===== config.mk =====
export PLATFORM = sky130hd
export DESIGN_NAME = call_imm_decoder
export DESIGN_NICKNAME = d
export VERILOG_FILES = /design/src/rtl/call_dec_pkg.sv /design/src/rtl/wide_call_dec.sv /design/src/rtl/compact_call_dec.sv /design/src/rtl/call_addr_gen.sv /design/src/rtl/call_imm_decoder.sv
export SDC_FILE = /design/constraint.sdc
export NUM_CORES = 1
export LEC_CHECK = 0
export BUFFER_PORTS_ARGS = -buffer_cell sky130_fd_sc_hd__buf_2
export CAP_MARGIN = 10
export CORE_UTILIZATION = 45
export DETAILED_ROUTE_END_ITERATION = 10
export PLACE_DENSITY = 0.75
export SLEW_MARGIN = 10
export SYNTH_ARGS = -nofsm -noshare
export SYNTH_HDL_FRONTEND = slang
export SYNTH_SLANG_ARGS = --single-unit

===== constraint.sdc =====
create_clock -name clk -period 3.6 [get_ports clk]
set_clock_uncertainty 0.05 [all_clocks]
set_input_delay 0.36 -clock clk [delete_from_list [all_inputs] [get_ports clk]]
set_output_delay 0.36 -clock clk [all_outputs]
set_load 0.01 [all_outputs]

===== src/rtl/call_dec_pkg.sv =====
package call_dec_pkg;

   typedef enum logic {
      ISA_WIDE    = 1'b0,
      ISA_COMPACT = 1'b1
   } isa_e;

   typedef struct packed {
      logic hit;
      logic needs_cond;
      logic undef;
      logic unpred;
      isa_e tmode;
   } dec_res_t;

   localparam int WIDE_RAW_W    = 26;
   localparam int COMPACT_RAW_W = 25;

endpackage


===== src/rtl/wide_call_dec.sv =====
module wide_call_dec
   import call_dec_pkg::*;
#(
   parameter int PC_W = 32
) (
   input  logic [31:0]     insn_i,
   output dec_res_t        res_o,
   output logic [PC_W-1:0] off_o
);

   localparam int RAW_W = WIDE_RAW_W;

   if (PC_W < RAW_W) begin : g_bad_width
      $error("wide_call_dec: PC_W must be at least %0d", RAW_W);
   end

   logic             uncond;
   logic             frame_ok;
   logic [RAW_W-1:0] raw;

   always_comb begin
      uncond   = (insn_i[31:28] == 4'hF);
      frame_ok = (insn_i[27:25] == 3'b101) && (uncond || insn_i[24]);
      raw      = uncond ? {insn_i[23:0], insn_i[24], 1'b0}
                        : {insn_i[23:0], 2'b00};
      res_o            = '0;
      res_o.hit        = frame_ok;
      res_o.needs_cond = frame_ok && !uncond;
      res_o.tmode      = uncond ? ISA_COMPACT : ISA_WIDE;
   end

   if (PC_W == RAW_W) begin : g_same
      assign off_o = raw;
   end else begin : g_ext
      assign off_o = {{(PC_W-RAW_W){raw[RAW_W-1]}}, raw};
   end

endmodule


===== src/rtl/compact_call_dec.sv =====
module compact_call_dec
   import call_dec_pkg::*;
#(
   parameter int PC_W = 32
) (
   input  logic [31:0]     insn_i,
   input  logic            in_grp_i,
   input  logic            grp_last_i,
   output dec_res_t        res_o,
   output logic [PC_W-1:0] off_o
);

   localparam int RAW_W = COMPACT_RAW_W;

   if (PC_W < RAW_W) begin : g_bad_width
      $error("compact_call_dec: PC_W must be at least %0d", RAW_W);
   end

   logic             sgn, k1, k2;
   logic             frame_ok, xchg, bad_h;
   logic [RAW_W-1:0] raw;

   always_comb begin
      sgn      = insn_i[26];
      k1       = ~(insn_i[13] ^ sgn);
      k2       = ~(insn_i[11] ^ sgn);
      frame_ok = (insn_i[31:27] == 5'b11110) && (insn_i[15:14] == 2'b11);
      xchg     = ~insn_i[12];
      bad_h    = frame_ok && xchg && insn_i[0];
      raw      = xchg ? {sgn, k1, k2, insn_i[25:16], insn_i[10:1], 2'b00}
                      : {sgn, k1, k2, insn_i[25:16], insn_i[10:0], 1'b0};
      res_o            = '0;
      res_o.hit        = frame_ok;
      res_o.undef      = bad_h;
      res_o.unpred     = frame_ok && !bad_h && in_grp_i && !grp_last_i;
      res_o.tmode      = xchg ? ISA_WIDE : ISA_COMPACT;
   end

   if (PC_W == RAW_W) begin : g_same
      assign off_o = raw;
   end else begin : g_ext
      assign off_o = {{(PC_W-RAW_W){raw[RAW_W-1]}}, raw};
   end

endmodule


===== src/rtl/call_addr_gen.sv =====
module call_addr_gen
   import call_dec_pkg::*;
#(
   parameter int PC_W = 32
) (
   input  logic [PC_W-1:0] pc_i,
   input  isa_e            cur_mode_i,
   input  isa_e            tmode_i,
   input  logic [PC_W-1:0] off_i,
   output logic [PC_W-1:0] link_o,
   output logic [PC_W-1:0] target_o
);

   localparam logic [PC_W-1:0] LINK_BACK = PC_W'(4);

   logic [PC_W-1:0] base;

   always_comb begin
      link_o   = (cur_mode_i == ISA_WIDE) ? (pc_i - LINK_BACK)
                                          : {pc_i[PC_W-1:1], 1'b1};
      base     = (tmode_i == ISA_WIDE) ? {pc_i[PC_W-1:2], 2'b00} : pc_i;
      target_o = base + off_i;
   end

endmodule


===== src/rtl/call_imm_decoder.sv =====
module call_imm_decoder
   import call_dec_pkg::*;
#(
   parameter int PC_W = 32
) (
   input  logic            clk,
   input  logic            rst,
   input  logic [31:0]     insn_i,
   input  logic            cur_mode_i,
   input  logic [PC_W-1:0] pc_i,
   input  logic            cond_ok_i,
   input  logic            in_grp_i,
   input  logic            grp_last_i,
   output logic            call_valid_o,
   output logic [PC_W-1:0] link_o,
   output logic [PC_W-1:0] target_o,
   output logic            tgt_mode_o,
   output logic            undef_o,
   output logic            unpred_o
);

   if (PC_W < WIDE_RAW_W) begin : g_bad_width
      $error("call_imm_decoder: PC_W must be at least %0d", WIDE_RAW_W);
   end

   dec_res_t        w_res, c_res, sel_res;
   logic [PC_W-1:0] w_off, c_off, sel_off;
   logic [PC_W-1:0] link_d, target_d;
   isa_e            cur_mode;
   logic            issue_d;

   assign cur_mode = isa_e'(cur_mode_i);

   wide_call_dec #(.PC_W(PC_W)) wide_dec_i (
      .insn_i (insn_i),
      .res_o  (w_res),
      .off_o  (w_off)
   );

   compact_call_dec #(.PC_W(PC_W)) compact_dec_i (
      .insn_i     (insn_i),
      .in_grp_i   (in_grp_i),
      .grp_last_i (grp_last_i),
      .res_o      (c_res),
      .off_o      (c_off)
   );

   always_comb begin
      sel_res = (cur_mode == ISA_WIDE) ? w_res : c_res;
      sel_off = (cur_mode == ISA_WIDE) ? w_off : c_off;
      issue_d = sel_res.hit && !sel_res.undef && !sel_res.unpred
                && (!sel_res.needs_cond || cond_ok_i);
   end

   call_addr_gen #(.PC_W(PC_W)) addr_gen_i (
      .pc_i       (pc_i),
      .cur_mode_i (cur_mode),
      .tmode_i    (sel_res.tmode),
      .off_i      (sel_off),
      .link_o     (link_d),
      .target_o   (target_d)
   );

   always_ff @(posedge clk) begin
      if (rst) begin
         call_valid_o <= 1'b0;
         undef_o      <= 1'b0;
         unpred_o     <= 1'b0;
      end else begin
         call_valid_o <= issue_d;
         undef_o      <= sel_res.undef;
         unpred_o     <= sel_res.unpred;
      end
   end

   always_ff @(posedge clk) begin
      link_o     <= link_d;
      target_o   <= target_d;
      tgt_mode_o <= sel_res.tmode;
   end

   AST_UNDEF_BLOCKS_CALL: assert property (@(posedge clk) disable iff (rst)
      undef_o |-> (!call_valid_o && !unpred_o));

   AST_WIDE_DEST_ALIGNED: assert property (@(posedge clk) disable iff (rst)
      (call_valid_o && !tgt_mode_o) |-> (target_o[1:0] == 2'b00));

   AST_COMPACT_LINK_ODD: assert property (@(posedge clk) disable iff (rst)
      (call_valid_o && $past(cur_mode_i)) |-> link_o[0]);

   AST_COND_GATES_CALL: assert property (@(posedge clk) disable iff (rst)
      (call_valid_o && !$past(cur_mode_i) && ($past(insn_i[31:28]) != 4'hF))
      |-> $past(cond_ok_i));

   AST_UNPRED_FROM_SLOT: assert property (@(posedge clk) disable iff (rst)
      unpred_o |-> (!call_valid_o && $past(in_grp_i) && !$past(grp_last_i)));

endmodule


After elaboration in Yosys (flattened, before gate mapping)
Index checks and enable logic that the tools add are counted.
{"block": "op_classes", "add_sub_neg": 2, "eq_ne": 4, "n_mux": 8, "bitwise": 5, "n_reduce_logical": 19}
{"operator": "2-to-1 mux 32 bit", "count": 2}
{"operator": "adder 32 bit", "count": 1}
{"operator": "subtractor 32 x 3 -> 32 bit (second input constant)", "count": 1}
{"operator": "logical AND 1 bit", "count": 11}
{"operator": "zero test 1 bit", "count": 6}
{"operator": "2-to-1 mux 2 bit", "count": 3}
{"operator": "== test 5 bit (second input constant)", "count": 1}
{"operator": "2-to-1 mux 5 bit", "count": 1}
{"operator": "== test 4 bit (second input constant)", "count": 1}
{"operator": "== test 3 bit (second input constant)", "count": 1}
{"operator": "inverter 1 bit", "count": 3}
{"operator": "== test 2 bit (second input constant)", "count": 1}
{"operator": "logical OR 1 bit", "count": 2}
{"operator": "2-to-1 mux 1 bit", "count": 2}
{"operator": "bitwise XOR 1 bit", "count": 2}
{"block": "totals", "regBits": 68, "inputBits": 70, "out_inout_bits": 68, "elab_cells": 45}

Longest topological paths before layout
{"block": "logic_depth", "depth_word": 13, "mapped_depth": 12, "mapped_depth_nobuf": 12}

Modules after synthesis
From an unflattened synthesis, not the netlist that was laid out.
{"block": "unflattened", "hier_cells": 531, "area_unflattened_um2": 4752.1}
{"module": "call_addr_gen", "n_inst": 1, "cells_per_inst": 326, "area_per_inst_um2": 2237.1, "seq_area_each_um2": 0.0}
{"module": "call_imm_decoder", "n_inst": 1, "cells_per_inst": 117, "area_per_inst_um2": 1858.0, "seq_area_each_um2": 1361.3}
{"module": "compact_call_dec", "n_inst": 1, "cells_per_inst": 47, "area_per_inst_um2": 346.6, "seq_area_each_um2": 0.0}
{"module": "wide_call_dec", "n_inst": 1, "cells_per_inst": 41, "area_per_inst_um2": 310.3, "seq_area_each_um2": 0.0}

Worst setup path before layout
OpenSTA, ideal clock, no wires.
{"block": "synth_timing", "path_type": "input-to-reg", "from": "in cur_mode_i", "to": "reg target_o[24]", "setup_time_ps": 120, "t_arrival_ps": 3156, "required_time_ps": 3430, "slack_ps": 274, "stages": 11, "n_path_buf": 3, "cell_sequence": "buf_6 clkbuf_1 mux2_2 ha_1 clkbuf_1 nand2_1 or4_1 a21o_1 a31oi_1 o21ai_0 a211o_1"}
{"block": "synth_between", "elab_chain_len": 3, "elab_cells_between_ends": 4, "classes_between": "add/sub: 1; mux: 3"}
{"element": "start: declaration", "line_no": "call_imm_decoder.sv:9", "source": "input logic cur_mode_i,"}
{"element": "2-to-1 mux 5 bit", "line_no": "call_imm_decoder.sv:49", "source": "sel_res = (cur_mode == ISA_WIDE) ? w_res : c_res;"}
{"element": "2-to-1 mux 2 bit", "line_no": "call_addr_gen.sv:21", "source": "base = (tmode_i == ISA_WIDE) ? {pc_i[PC_W-1:2], 2'b00} : pc_i;"}
{"element": "adder 32 bit (*)", "line_no": "call_addr_gen.sv:22", "source": "target_o = base + off_i;"}
{"element": "named net addr_gen_i.target_o[24]", "line_no": "call_addr_gen.sv:11", "source": "output logic [PC_W-1:0] target_o"}
{"element": "end signal: assignment", "line_no": "call_imm_decoder.sv:78", "source": "target_o <= target_d;"}
{"element": "end: declaration", "line_no": "call_imm_decoder.sv:16", "source": "output logic [PC_W-1:0] target_o,"}
Mark *: on every way through the listed nets, which the timed path passes. The rest lies on a longest branch.
A chain may end at the register's enable or synchronous reset.

Worst setup path in the final report
{"block": "layout_timing", "from": "in cur_mode_i", "to": "reg target_o[29]"}
The elaborated chain is that of the path after synthesis.

==> metrics <==
syn_area_per_cell ~9.0 um2; commonest non-fill, non-tap cells in the layout 137 x buf_2, 68 x dfxtp_1, 41 x nand2_1, 38 x a21oi_1, 32 x xnor2_1; Worst-path clk slew 0.08 ns; HPWL Detailed 9240 um; Root Buffer clkbuf_8; Crit. End Element register; fraction of layout cells with a size suffix above 1 a little under a third; post-route minimum period approximately 3.1 ns; post-route cell area just over 0.005 mm2; Util after Layout 58.1%; DR vias/cell 5.47; hold crit path type input pin to register; GR Overflow Total 0; synth unique cells 59; commonest non-fill, non-tap cell in the layout buf_2; htree depth 3; synthesis-stage register bit count 68; Finished Layout Cells approximately 710; clock sink count 68; Placer Congestion roughly 0.9; Std-Cell Core Area 0.00876 mm2; drt drc 0; Area growth syn-to-layout 24.6%; Seq/Total Area, Yosys 33.3%; Buffers on Ports 137; vias in the first global route 3786; RSZ-0062 raised after global routing no; placed cells 697; first-pass GRT wire length 18300 um; worst slew pin tran 1.12 ns; cell area after placement 0.00491 mm2; Diodes inserted 0; EDFF count, synth 0; Pins Over Slew Limit 0; Mapped Cells 455; DRT Pass-1 Iters 4; critical path class input pin to register; GRT Overall Usage 24.3%; Yosys Warn Count 0; CTS tree done; final hold vios 0; Mapped Nets 557; Die Width 97.3 um; Ports 138; worst-path fanout max 29; Die Area 0.00947 mm2; pwr/cell area roughly 440 mW/mm2; run status finished, final reports clean; Nets between 700 and 800; top-area cell type share of the netlist area 33.3%; largest net degree at the start of global routing 30; count of final setup violators 0; Synth area leader dfxtp_1; headroom to the max-slew limit between 20% and 30%; Max Buffers Root-to-Sink 2; Die Ht about 97 um; Initial Util 46.6%; CP required 3.84 ns; Max VDD drop between 0.0002 and 0.00025 V; Async S/R FF share, synth 0%; Power, Total 2.25 mW; total CTS buffers 9; Rows 34; Leakage Power about 2.4 nW; Fin Setup TNS 0 ns; post-route ant nets 0; Max Fclk approximately 0.33 GHz; Worst setup SP type input pin; CP arrival 3.31 ns; top cells by area, synth dfxtp_1 33%, ha_1 9.5%, xnor2_1 6.9%; Post-Syn Area roughly 0.004 mm2; initial antenna violation count 0; CTS resizes 0; # hold bufs at CTS 0; dominant synthesized flop cell dfxtp_1; Final period util 85.5%; vias 3897; Post-CTS Setup Repair Bufs 0; WL per Instance ~16 um; max-cap violations 0; WL final 11400 um; Iteration-0 DRC Markers roughly 220
-- logic make-up after synthesis --
kind of cell    Yosys count  synth area share (%)
flops                    68                  33.3
compound gates          109                  17.0
xor+xnor                 56                  12.0
buf+inv                  22                  2.23
simple gates            143                  18.6
mux                      25                  6.83
fa+ha+maj                32                  9.98
-- per-layer routing --
layer | GRT usage, % | share of wire, %
met1 | 32.8 | 48
met2 | 39.5 | 45
met4 | 9.28 | 1.9
met3 | 3.38 | 5.8
met5 | 0 | 0
-- sequential cells by signal, indices dropped and copies added, names as in the netlist --
register and flops:
undef_o 1, target_o 32, unpred_o 1, call_valid_o 1, link_o 32, tgt_mode_o 1
-- power breakdown --
group	leakage [nW]	switching [mW]	internal, mW
Combinational	1.72	0.428	0.322
Clock	0.0893	0.322	0.273
Sequential	0.572	0.0297	0.872
-- critical path: stages --
cell and delay [ns]:
buf_2 0.47, nor2_1 0.11, a21oi_1 0.29, nor2b_1 0.09, ha_1 0.23, fa_1 0.43
a21o_1 0.23, a311o_1 0.41, nand3_1 0.11, a31oi_1 0.17, o211a_1 0.27, nor3_1 0.14
-- area by class of cell --
type,count,area (um2)
well taps,108,135
repair buffers,143,731
clock inverters,6,46.3
fillers,827,3670
inverters,13,48.8
clock buffers,10,138
flip-flops and latches,68,1360
multi-input cells,365,2640
-- metrics by stage --
stage,hold WS (ns),setup WS [ns]
after floorplan,0.338,0.274
after global placement,0.435,0.0824
after detailed placement,0.431,0.153
after CTS,0.0487,0.530
after global routing,0.0584,0.260
final,0.0628,0.523
-- path summary, 6_finish.rpt --
check / from / to / slack [ns] / depth (start not counted)
max: cur_mode_i / target_o[29] / 0.52 / 12
min: pc_i[1] / link_o[1] / 0.06 / 1
-- cell usage after synthesis, types with 3 or more instances --
| library cell | n |
|---|---|
| nand4_1 | 7 |
| nor3_1 | 15 |
| and3_1 | 5 |
| a21o_1 | 9 |
| clkbuf_1 | 7 |
| o21ai_0 | 23 |
| o211ai_1 | 5 |
| o21bai_1 | 4 |
| a31oi_1 | 4 |
| ha_1 | 31 |
| nand2b_1 | 4 |
| nand2_1 | 41 |
| a21oi_1 | 38 |
| dfxtp_1 | 68 |
| or4_1 | 3 |
| nor2b_1 | 5 |
| nor4_1 | 8 |
| nand3_1 | 6 |
| inv_1 | 13 |
| o211a_1 | 4 |
| nor4b_1 | 4 |
| xor2_1 | 24 |
| nor2_1 | 29 |
| mux2_2 | 23 |
| xnor2_1 | 32 |
Power figures use the tool's default switching activity.
